==> src/rtl/cyc_timer_pkg.sv <==
package cyc_timer_pkg;

    localparam int NIB_W     = 4;
    localparam int NUM_NIB   = 4;
    localparam int CNT_W     = NIB_W * NUM_NIB;
    localparam int NIB_IDX_W = $clog2(NUM_NIB);
    localparam int SEL_W     = 3;
    localparam int ARM_BIT   = 1;

    typedef enum logic [SEL_W-1:0] {
        SEL_NIB0  = 3'd0,
        SEL_NIB1  = 3'd1,
        SEL_NIB2  = 3'd2,
        SEL_NIB3  = 3'd3,
        SEL_ARM   = 3'd4,
        SEL_ACK   = 3'd5,
        SEL_EXT_A = 3'd6,
        SEL_EXT_B = 3'd7
    } win_sel_e;

    typedef struct packed {
        logic                 tick;
        logic                 cnt_wr;
        logic [NIB_IDX_W-1:0] nib_idx;
        logic                 arm_wr;
        logic                 ack_wr;
        logic [NIB_W-1:0]     data;
    } bus_cmd_t;

    function automatic bus_cmd_t decode_bus(
        input logic             stb,
        input logic             sel_n,
        input logic             rw,
        input logic [SEL_W-1:0] addr,
        input logic [NIB_W-1:0] d
    );
        bus_cmd_t c;
        logic     wr;
        win_sel_e win;
        wr        = stb & ~sel_n & ~rw;
        win       = win_sel_e'(addr);
        c.tick    = stb;
        c.cnt_wr  = wr && (addr < SEL_W'(NUM_NIB));
        c.nib_idx = addr[NIB_IDX_W-1:0];
        c.arm_wr  = wr && (win == SEL_ARM);
        c.ack_wr  = wr && (win == SEL_ACK);
        c.data    = d;
        return c;
    endfunction

endpackage

==> src/rtl/timer_bus_decode.sv <==
module timer_bus_decode
    import cyc_timer_pkg::*;
(
    input  logic             m2_stb,
    input  logic             romsel_n,
    input  logic             cpu_rw,
    input  logic [SEL_W-1:0] cpu_addr,
    input  logic [NIB_W-1:0] cpu_data,
    output bus_cmd_t         cmd
);
    always_comb begin
        cmd = decode_bus(m2_stb, romsel_n, cpu_rw, cpu_addr, cpu_data);
    end

    // at most one command class per cycle, and only on a strobe
    always_comb begin
        a_r10_one_cmd: assert ($onehot0({cmd.cnt_wr, cmd.arm_wr, cmd.ack_wr}));
        a_r10_no_write_off_strobe: assert (m2_stb || !(cmd.cnt_wr || cmd.arm_wr || cmd.ack_wr));
    end
endmodule

==> src/rtl/timer_counter.sv <==
module timer_counter
    import cyc_timer_pkg::*;
#(
    parameter int W   = CNT_W,
    parameter int NW  = NIB_W,
    parameter int NN  = NUM_NIB,
    parameter int IXW = NIB_IDX_W
) (
    input  logic           clk,
    input  logic           rst,
    input  logic           tick,
    input  logic           cnt_wr,
    input  logic [IXW-1:0] nib_idx,
    input  logic [NW-1:0]  data,
    output logic           wrap
);
    localparam logic [W-1:0] ALL_ONES = '1;

    logic [W-1:0] cnt_q;
    logic [W-1:0] cnt_d;

    always_comb begin
        cnt_d = cnt_q;
        if (cnt_wr) begin
            for (int k = 0; k < NN; k++) begin
                if (nib_idx == IXW'(k)) cnt_d[k*NW +: NW] = data;
            end
        end else if (tick) begin
            cnt_d = cnt_q + W'(1);
        end
    end

    always_ff @(posedge clk) begin
        if (rst) cnt_q <= '0;
        else     cnt_q <= cnt_d;
    end

    assign wrap = tick && !cnt_wr && (cnt_q == ALL_ONES);

    generate
        for (genvar g = 0; g < NN; g++) begin : g_nib_chk
            a_r1_nibble_load: assert property (@(posedge clk) disable iff (rst)
                (cnt_wr && nib_idx == IXW'(g)) |=> cnt_q[g*NW +: NW] == $past(data));
            a_r8_nibble_hold: assert property (@(posedge clk) disable iff (rst)
                (cnt_wr && nib_idx != IXW'(g)) |=> $stable(cnt_q[g*NW +: NW]));
        end
    endgenerate

    a_r2_count_step: assert property (@(posedge clk) disable iff (rst)
        (tick && !cnt_wr) |=> cnt_q == W'($past(cnt_q) + W'(1)));
    a_r2_idle_hold: assert property (@(posedge clk) disable iff (rst)
        (!tick && !cnt_wr) |=> $stable(cnt_q));
    a_r4_wrap_zero: assert property (@(posedge clk) disable iff (rst)
        wrap |=> cnt_q == '0);
    a_r9_reset_clear: assert property (@(posedge clk)
        rst |=> cnt_q == '0);
endmodule

==> src/rtl/timer_irq_flag.sv <==
module timer_irq_flag (
    input  logic clk,
    input  logic rst,
    input  logic wrap,
    input  logic arm_wr,
    input  logic arm_val,
    input  logic ack_wr,
    output logic pending
);
    logic arm_q;
    logic fire;

    assign fire = wrap && arm_q;

    always_ff @(posedge clk) begin
        if (rst) begin
            arm_q   <= 1'b0;
            pending <= 1'b0;
        end else begin
            if (arm_wr)    arm_q <= arm_val;
            else if (fire) arm_q <= 1'b0;

            if (fire)        pending <= 1'b1;
            else if (ack_wr) pending <= 1'b0;
        end
    end

    a_r3_fire_sets: assert property (@(posedge clk) disable iff (rst)
        (wrap && arm_q) |=> pending);
    a_r4_disarmed_quiet: assert property (@(posedge clk) disable iff (rst)
        (wrap && !arm_q && !pending) |=> !pending);
    a_r5_arm_load: assert property (@(posedge clk) disable iff (rst)
        arm_wr |=> arm_q == $past(arm_val));
    a_r6_ack_clears: assert property (@(posedge clk) disable iff (rst)
        (ack_wr && !(wrap && arm_q)) |=> !pending);
    a_r7_self_disarm: assert property (@(posedge clk) disable iff (rst)
        (wrap && arm_q && !arm_wr) |=> !arm_q);
    a_r9_reset_flags: assert property (@(posedge clk)
        rst |=> (!pending && !arm_q));
endmodule

==> src/rtl/cyc_irq_timer.sv <==
module cyc_irq_timer
    import cyc_timer_pkg::*;
(
    input  logic             clk,
    input  logic             rst,
    input  logic             m2_stb,
    input  logic             romsel_n,
    input  logic             cpu_rw,
    input  logic [SEL_W-1:0] cpu_addr,
    input  logic [NIB_W-1:0] cpu_data,
    output logic             irq_n
);
    bus_cmd_t cmd;
    logic     wrap;
    logic     pending;

    timer_bus_decode i_decode (
        .m2_stb   (m2_stb),
        .romsel_n (romsel_n),
        .cpu_rw   (cpu_rw),
        .cpu_addr (cpu_addr),
        .cpu_data (cpu_data),
        .cmd      (cmd)
    );

    timer_counter i_counter (
        .clk     (clk),
        .rst     (rst),
        .tick    (cmd.tick),
        .cnt_wr  (cmd.cnt_wr),
        .nib_idx (cmd.nib_idx),
        .data    (cmd.data),
        .wrap    (wrap)
    );

    timer_irq_flag i_flag (
        .clk     (clk),
        .rst     (rst),
        .wrap    (wrap),
        .arm_wr  (cmd.arm_wr),
        .arm_val (cmd.data[ARM_BIT]),
        .ack_wr  (cmd.ack_wr),
        .pending (pending)
    );

    assign irq_n = ~pending;

    a_r3_irq_follows: assert property (@(posedge clk) disable iff (rst)
        $fell(irq_n) |-> $past(wrap));
endmodule

==> config.mk <==
export PLATFORM = sky130hd
export DESIGN_NAME = cyc_irq_timer
export DESIGN_NICKNAME = d
export VERILOG_FILES = /design/src/rtl/cyc_timer_pkg.sv /design/src/rtl/timer_bus_decode.sv /design/src/rtl/timer_counter.sv /design/src/rtl/timer_irq_flag.sv /design/src/rtl/cyc_irq_timer.sv
export SDC_FILE = /design/constraint.sdc
export NUM_CORES = 1
export LEC_CHECK = 0
export BUFFER_PORTS_ARGS = -buffer_cell sky130_fd_sc_hd__buf_2
export CAP_MARGIN = 15
export CORE_UTILIZATION = 35
export CTS_CLUSTER_SIZE = 20
export DETAILED_ROUTE_END_ITERATION = 10
export PLACE_DENSITY = 0.58
export SYNTH_ARGS = -nofsm -noshare
export SYNTH_HDL_FRONTEND = slang
export SYNTH_SLANG_ARGS = --single-unit
export TNS_END_PERCENT = 30
==> constraint.sdc <==
create_clock -name clk -period 4.4 [get_ports clk]
set_input_delay 0.66 -clock clk [delete_from_list [all_inputs] [get_ports clk]]
set_output_delay 0.66 -clock clk [all_outputs]
set_load 0.02 [all_outputs]
Word-level counts from Yosys, hierarchy flattened
Index checks and enable logic that the tools add are counted.
{"block": "op_classes", "n_reduce_logical": 15, "n_eq_ne": 10, "muxes": 10, "addsub": 1, "n_bitwise": 5, "magnitude_cmp": 1}
{"cell": "$mux W16", "n": 2}
{"cell": "$add A16 B1 Y16 const B", "n": 1}
{"cell": "$eq A16 B16 Y1 const B", "n": 1}
{"cell": "$mux W4", "n": 4}
{"cell": "$ne A2 B2 Y1 const B", "n": 4}
{"cell": "$reduce_and A2 Y1", "n": 4}
{"cell": "$eq A3 B3 Y1 const B", "n": 2}
{"cell": "$logic_and A1 B1 Y1", "n": 6}
{"cell": "$reduce_bool A2 Y1", "n": 3}
{"cell": "$eq A2 B2 Y1 const B", "n": 2}
{"cell": "$mux W1", "n": 4}
{"cell": "$lt A3 B3 Y1 const B", "n": 1}
{"cell": "$not A1 Y1", "n": 3}
{"cell": "$and A1 B1 Y1", "n": 2}
{"cell": "$eq A2 B1 Y1 const B", "n": 1}
{"cell": "$logic_not A2 Y1", "n": 1}
{"cell": "$logic_not A1 Y1", "n": 1}
{"block": "word_totals", "output_inout_bits": 1, "reg_bits": 18, "input_bits": 12, "wordCells": 48}

Longest topological paths before layout
Gate-level depths: netlist of run 1.
{"block": "depth", "word_depth": 10, "ltp_mapped": 6, "ltp_nobuf": 5}

Cells and area by module
From an unflattened synthesis of run 1, not the netlist that was laid out.
{"block": "hier_totals", "cells_unflattened": 172, "hier_area_um2": 1293.7}
{"module": "timer_counter", "cells_each": 151, "area_per_inst_um2": 1126.1, "n_inst": 1, "seq_area_each_um2": 320.3}
{"module": "timer_bus_decode", "cells_each": 12, "area_per_inst_um2": 91.3, "n_inst": 1, "seq_area_each_um2": 0.0}
{"module": "timer_irq_flag", "cells_each": 8, "area_per_inst_um2": 72.6, "n_inst": 1, "seq_area_each_um2": 40.0}
{"module": "cyc_irq_timer", "cells_each": 1, "area_per_inst_um2": 3.8, "n_inst": 1, "seq_area_each_um2": 0.0}

Worst setup path before layout of run 1
Ideal clock, no wire load.
{"block": "synth_timing", "path_kind": "input port to flip-flop", "from": "input port romsel_n", "to": "register i_counter.cnt_q[0]", "arrival_ps": 1558, "path_stages": 4, "n_path_buf": 0, "slack_ps": 2708, "required_ps": 4265, "setup_ps": 135, "path_cell_list": "or3_4 -> o21a_1 -> a21oi_1 -> a311oi_2"}
{"block": "synth_between", "elab_chain_len": 6, "elab_cells_between_ends": 8, "classes_between": "eq/ne (1); mux (1); bitwise (3); reduce/logical (3)"}
{"element": "from (decl)", "line_no": "cyc_irq_timer.sv:7", "rtl": "input logic romsel_n,"}
{"element": "$not A1 Y1 *", "line_no": "cyc_timer_pkg.sv:40", "rtl": "wr = stb & ~sel_n & ~rw;"}
{"element": "$and A1 B1 Y1 * (2 in series)", "line_no": "cyc_timer_pkg.sv:40"}
{"element": "$logic_and A1 B1 Y1 *", "line_no": "cyc_timer_pkg.sv:43", "rtl": "c.cnt_wr = wr && (addr < SEL_W'(NUM_NIB));"}
{"element": "$ne A2 B2 Y1 (no line) or $reduce_bool A2 Y1 (tied branches)"}
{"element": "$reduce_and A2 Y1 (no line)"}
{"element": "to (signal assigned)", "line_no": "timer_counter.sv:35", "rtl": "else cnt_q <= cnt_d;"}
{"element": "to (decl)", "line_no": "timer_counter.sv:19", "rtl": "logic [W-1:0] cnt_q;"}
Every way passes the cells marked *; elsewhere a longest branch is shown, timed or not.
A chain may end at the register's enable or synchronous reset.

Worst setup path in the final report of run 1
{"block": "layout_timing", "from": "input port m2_stb", "to": "register i_counter.cnt_q[11]"}
{"block": "layout_between", "elab_chain_len": 5, "elab_cells_between_ends": 7, "classes_between": "eq/ne (1); mux (1); bitwise (2); reduce/logical (3)"}
{"element": "from (decl)", "line_no": "cyc_irq_timer.sv:6", "rtl": "input logic m2_stb,"}
{"element": "$and A1 B1 Y1 (2 in series)", "line_no": "cyc_timer_pkg.sv:40"}
{"element": "$logic_and A1 B1 Y1", "line_no": "cyc_timer_pkg.sv:43"}
{"element": "$ne A2 B2 Y1 (no line) or $reduce_bool A2 Y1 (tied branches)"}
{"element": "$reduce_and A2 Y1 (no line)"}
Parallel ways exist; a longest one is shown, timed or not.

==> flow_summary.ini, run 1 <==
[synth]
dominantRegCellSynth = dfxtp_1
yosys-top-cells-area = dfxtp_1 28%, o31a_1 7.6%, a21oi_1 5.9%
yosysTopAreaCell = dfxtp_1
synth_enable_flop_cells = 0
netlist_area_sq_um = 1270
synthArstFlopShare_pct = 0
yosysSeqAreaShare_pct = 28.4
yosys.area.top_type_share_pct = 28.4
synth.distinct_cells = 41
synthCells = 148
yosys_register_bits = 18
yosysWarnings = 0
postSynthAreaPerCell_sq_um = 8.58
syn_nets = 161

[timing]
fin_skew_ps = 1.67
relSlewSlack_pct = 35.4
hold_ws_ps = 502
fin_crit_sh_pct = 51.4
setup_viol = 0
worst_pin_slew_ps = 966
fmax_mhz = 442
slew_viol_final = 0
layout_min_cycle_time_ps = 2260
rsz0062_at_grt = false
tns_ps = 0
finalHoldViolations = 0

[cts]
cts_max_path_buffers = 2
cts_hold_buffers = 0
postCtsResizedCells = 0
htreeDepth = 1
clock-root-buffer = clkbuf_4
path_clk_slew_ps = 110
cts_setup_buffers = 0
cts_buffers = 3
clk_latency_ps = 290
cts_tree = done
clkSinkCount = 18

[floorplan]
die_h_um = 62.2
fp.coreArea_sq_um = 3420
num_rows = 21
initial_utilization_pct = 37.2
dieArea_sq_um = 3870
die_x_um = 62.2
io_pins = 13

[setup_path]
cpPeakStageDelay_ps = 830
cp_slowest_cell = nor4b_4
crit_family = simple AND/OR/NAND/NOR gates
cp_num_buf_inv = 1
path_cells = buf_2 -> nor4b_4 -> nand2_1 -> o31a_1 -> o32ai_2
arrival_ps = 2480
start_kind = primary input
cp_max_fo = 20
critPathKind = in2reg
end_kind = flop
required_ps = 4620

[pwr]
p_sw_mw = 0.0868
combPwrFrac_pct = 13.8
clkPwrFrac_pct = 32.6
p_int_mw = 0.233
p_sw_share_pct = 27.1
power.density_nw_per_um2 = 235
ir_drop_uv = 120
p_leak_nw = 0.464
seqPwrFrac_pct = 53.5

[layout]
final_util_pct = 39.8
fin_nets = 171
final_layout_size_suffix_gt1_share_pct = 18.5
multi_input_area_sq_um = 815
nFillCells = 361
register_area_sq_um = 360
diodes = 0
syn_to_final_growth_pct = 6.99

[detailed_routing]
drtAntennaViolNets = 0
drt-pass1-iter-count = 4
drc = 0
drtIter0Drc = 63
num_vias = 1177
via_per_inst = 5.80
wl_per_cell_um = 15.3
wl_um = 3120

[outcome]
status = finished, final reports clean

[grt]
grt_overflow = 0
grt_pass1_wl_um = 5240
track_usage_pct = 16.8
antenna_found_initial = 0
grt_pass1_vias = 1091
grt_max_degree = 21

[placement]
post-dp-hpwl_um = 2340
place.gp.congestion = 0.876
port_buffers = 12

[min_path]
hp-class = reg2reg

[job]
cap_violations = 0
tightest hold or removal path, stage by stage, from the launching register on:
cell,delay (ps)
dfxtp_1,340
nand2_1,70
o32ai_2,50
final cells by class:
type / instances / share of cell area (%)
Sequential cell: 18 / 26.5
Clock buffer: 4 / 2.67
Multi-Input combinational cell: 115 / 59.9
Inverter: 8 / 2.21
Tap cell: 46 / 4.24
Timing Repair Buffer: 12 / 4.42
power by group through the flow:
stage	clock network, mW	registers [mW]	logic [mW]
final	0.104	0.171	0.0442
after global routing	0.115	0.172	0.0490
after CTS	0.108	0.171	0.0443
after detailed placement	0	0.175	0.0442
after global placement	0	0.175	0.0439
after floorplan	0	0.173	0.0302
Yosys cell counts (all sizes together) (4+ instances only):
library cell,n
nand3,7
buf,5
a21oi,15
and2,4
nor3,4
nand2,15
dfxtp,18
o31a,11
inv,7
o32ai,9
and3,4
o21ai,12
nand4,7
placed cells by master, fill, tap and decap left out, types with 2 or more instances in the layout:
cell | synthesis | routed
o31a_1 | 11 | 11
o211a_1 | 2 | 2
o21ai_2 | 2 | 2
and3_1 | 4 | 4
and4_1 | 3 | 3
a21oi_1 | 15 | 15
inv_1 | 7 | 7
a31oi_1 | 3 | 3
o32ai_2 | 3 | 3
nand2_1 | 14 | 14
clkbuf_4 | 0 | 3
nand2b_1 | 2 | 2
buf_2 | 3 | 12
nand3_1 | 7 | 7
nor2_1 | 3 | 3
and2_1 | 4 | 4
o32ai_1 | 6 | 6
nand4_1 | 6 | 6
nor3_1 | 4 | 4
o21ai_0 | 8 | 8
dfxtp_1 | 18 | 18
layer usage:
layer | track usage (%) | vias to the layer above | part of all wire, %
met3 | 3.31 | 4 | 3.4
met5 | 0 | - | 0
li1 | - | 597 | -
met2 | 27.1 | 19 | 47
met1 | 22.6 | 557 | 48
met4 | 4.65 | 0 | 1.5
flip-flops by register name (all words and copies together), names as in the netlist:
| signal | count |
|---|---|
| i_counter.cnt_q | 16 |
| i_flag.arm_q | 1 |
| i_flag.pending | 1 |
cell families (layout without fill, tap and decap cells):
| kind of cell | after synthesis | count (layout) | synth area share, % |
|---|---|---|---|
| compound gates | 58 | 58 | 35.5 |
| simple gates | 56 | 56 | 27.7 |
| flops | 18 | 18 | 28.4 |
| buf+inv | 15 | 24 | 7.49 |
| fa+ha+maj | 1 | 1 | 0.985 |
through the flow:
stage               setup WS [ps]  instance area, sq um  std cells  power [mW]
floorplan                    2710                  1270        148       0.204
global placement             1890                  1320        199       0.218
detailed placement           1860                  1320        199       0.219
CTS                          2190                  1360        203       0.324
global route                 2010                  1360        203       0.336
finish                       2140                  1360        203       0.320
worst paths after layout:
check	start	end	slack [ps]	cells past startpoint
setup / recovery	m2_stb	i_counter.cnt_q[11]$_SDFFE_PP0P_	2140	5
hold / removal	i_counter.cnt_q[11]$_SDFFE_PP0P_	i_counter.cnt_q[11]$_SDFFE_PP0P_	500	2
setup reg to reg	i_counter.cnt_q[0]$_SDFFE_PP0P_	i_counter.cnt_q[10]$_SDFFE_PP0P_	2620	5
hold reg to reg	i_counter.cnt_q[11]$_SDFFE_PP0P_	i_counter.cnt_q[11]$_SDFFE_PP0P_	500	2
No activity file was read; power rests on OpenSTA's default activity.
==> run 2, diff against run 1 <==
Clock period 4.4 ns to 2.2 ns, I/O delays scaled along.
==> run 2 against run 1 <==
Net effect: non-clock buffer count grew 1; sequential power grew 100%; final cell count grew 0.49%; worst hold slack lost 210 ps; largest cell class unchanged; setup slack lost 1700 ps; clock skew grew 10 ps; highest routed layer unchanged; register-to-register slack lost 2200 ps; critical path type is now reg2reg; global-route usage grew 2.2 points.
==> flow_summary.ini, run 2 (synthesis gave the netlist of run 1 again) <==
[layout]
multi_input_area_sq_um = 815
final_common_cell = dfxtp_1
diodes = 0
largest_reg_flops = 16
nFillCells = 373
fin_area_sq_um = 1370
layout_common_cells = 18 x dfxtp_1, 15 x a21oi_1, 14 x nand2_1, 12 x buf_2, 11 x o31a_1
top_register = i_counter.cnt_q
register_area_sq_um = 360
syn_to_final_growth_pct = 7.59
fin_nets = 172
final_layout_size_suffix_gt1_share_pct = 19.0
final_util_pct = 40.0
fin_cells = 204
top_regs = i_counter.cnt_q (16), i_flag.arm_q (1), i_flag.pending (1)

[pwr]
p_sw_share_pct = 28.2
p_leak_nw = 0.470
p_sw_mw = 0.183
seqPwrFrac_pct = 52.7
combPwrFrac_pct = 14.0
ir_drop_uv = 210
clkPwrFrac_pct = 33.3
p_int_mw = 0.467
power.density_nw_per_um2 = 476

[grt]
grt_pass1_wl_um = 5690
grt_pass1_vias = 1233
track_usage_pct = 18.9
grt_overflow = 0
grt_max_degree = 16
antenna_found_initial = 0

[timing]
layout_min_cycle_time_ps = 1790
setup_viol = 0
hold_ws_ps = 293
rsz0062_at_grt = false
slew_viol_final = 0
finalHoldViolations = 0
relSlewSlack_pct = 69.7
fmax_mhz = 560
fin_crit_sh_pct = 81.2
tns_ps = 0
fin_skew_ps = 11.7
worst_pin_slew_ps = 451

[detailed_routing]
drc = 0
via_per_inst = 5.94
drt-pass1-iter-count = 4
drt-met1-wl_um = 1570
dr_wl_met2_um = 1570
drtIter0Drc = 97
routed.top_layer = met4
num_vias = 1211
met3_length_um = 126
wl_per_cell_um = 16.3
wl_um = 3330
drtAntennaViolNets = 0

[floorplan]
die_h_um = 62.2
num_rows = 21
io_pins = 13
dieArea_sq_um = 3870
fp.coreArea_sq_um = 3420
initial_utilization_pct = 37.2
die_x_um = 62.2

[setup_path]
cp_max_fo = 8
cp_slowest_cell = dfxtp_1
r2r-start = i_counter.cnt_q[0]$_SDFFE_PP0P_
end_kind = flop
crit_family = simple AND/OR/NAND/NOR gates
start_kind = flop
cpPeakStageDelay_ps = 470
r2r_slack_ps = 410
r2r-end = i_counter.cnt_q[6]$_SDFFE_PP0P_
critPathKind = reg2reg
r2r_cells = 5
required_ps = 2430
cp_num_buf_inv = 0
path_cells = ha_1 -> and3_1 -> nand3_1 -> o31a_1 -> o32ai_1
arrival_ps = 2010

[min_path]
min_to = i_flag.arm_q$_SDFFE_PP0P_
whs_path_depth = 3
hp-class = in2reg
hp-start = cpu_data[1]

[cts]
clock-root-buffer = clkbuf_4
clk_latency_ps = 310
clkSinkCount = 18
postCtsResizedCells = 0
cts_max_path_buffers = 2
htreeDepth = 1
cts_buffers = 3
path_clk_slew_ps = 120
cts_setup_buffers = 0
cts_tree = done
cts_hold_buffers = 0

[job]
cap_violations = 0

[placement]
post-dp-hpwl_um = 2460
place.gp.congestion = 0.829
place_area_sq_um = 1330
port_buffers = 12
dp.cells = 200

[outcome]
status = finished, final reports clean
run 2: changes by cell type in the layout (fill, tap and decap cells not counted):
cell / before / now
buf_4: 0 / 1
run 2: power by group through the flow:
stage	combinational, mW	sequential [mW]	clock, mW
3_3_place_gp	0.0877	0.349	0
6_report	0.0913	0.342	0.216
5_1_grt	0.101	0.344	0.236
4_1_cts	0.0906	0.342	0.224
3_5_place_dp	0.0901	0.349	0
2_1_floorplan	0.0603	0.347	0
run 2: layout make-up:
cell class	count	share of cell area, %
clock buffers	4	2.66
inverters	8	2.20
multi-input cells	115	59.6
flip-flops and latches	18	26.4
well taps	46	4.21
repair buffers	13	4.95
run 2: how the worst max path moves through the flow:
stage	start	cells after the start	slack, ps	endpoint
after floorplan	i_counter.cnt_q[0]$_SDFFE_PP0P_	6	700	i_counter.cnt_q[10]$_SDFFE_PP0P_
after global placement	i_counter.cnt_q[0]$_SDFFE_PP0P_	5	530	i_counter.cnt_q[6]$_SDFFE_PP0P_
after detailed placement	i_counter.cnt_q[0]$_SDFFE_PP0P_	5	470	i_counter.cnt_q[6]$_SDFFE_PP0P_
after CTS	i_counter.cnt_q[0]$_SDFFE_PP0P_	5	430	i_counter.cnt_q[6]$_SDFFE_PP0P_
after global routing	i_counter.cnt_q[0]$_SDFFE_PP0P_	5	280	i_counter.cnt_q[6]$_SDFFE_PP0P_
final	i_counter.cnt_q[0]$_SDFFE_PP0P_	5	410	i_counter.cnt_q[6]$_SDFFE_PP0P_
run 2: worst reg2reg max path: stages (launching register included):
cell,delay [ps]
dfxtp_1,470
ha_1,230
and3_1,380
nand3_1,150
o31a_1,250
o32ai_1,220
run 2: per-layer routing:
metal	track usage, %	vias to the layer above
met5	0	-
met4	9.01	0
met3	4.23	8
met2	31.6	19
met1	22.9	583
li1	-	601
run 2: stage by stage:
stage          power [mW]  setup slack [ps]
2_1_floorplan       0.407               701
3_3_place_gp        0.436               534
3_5_place_dp        0.439               473
4_1_cts             0.656               435
5_1_grt             0.681               276
6_report            0.650               414
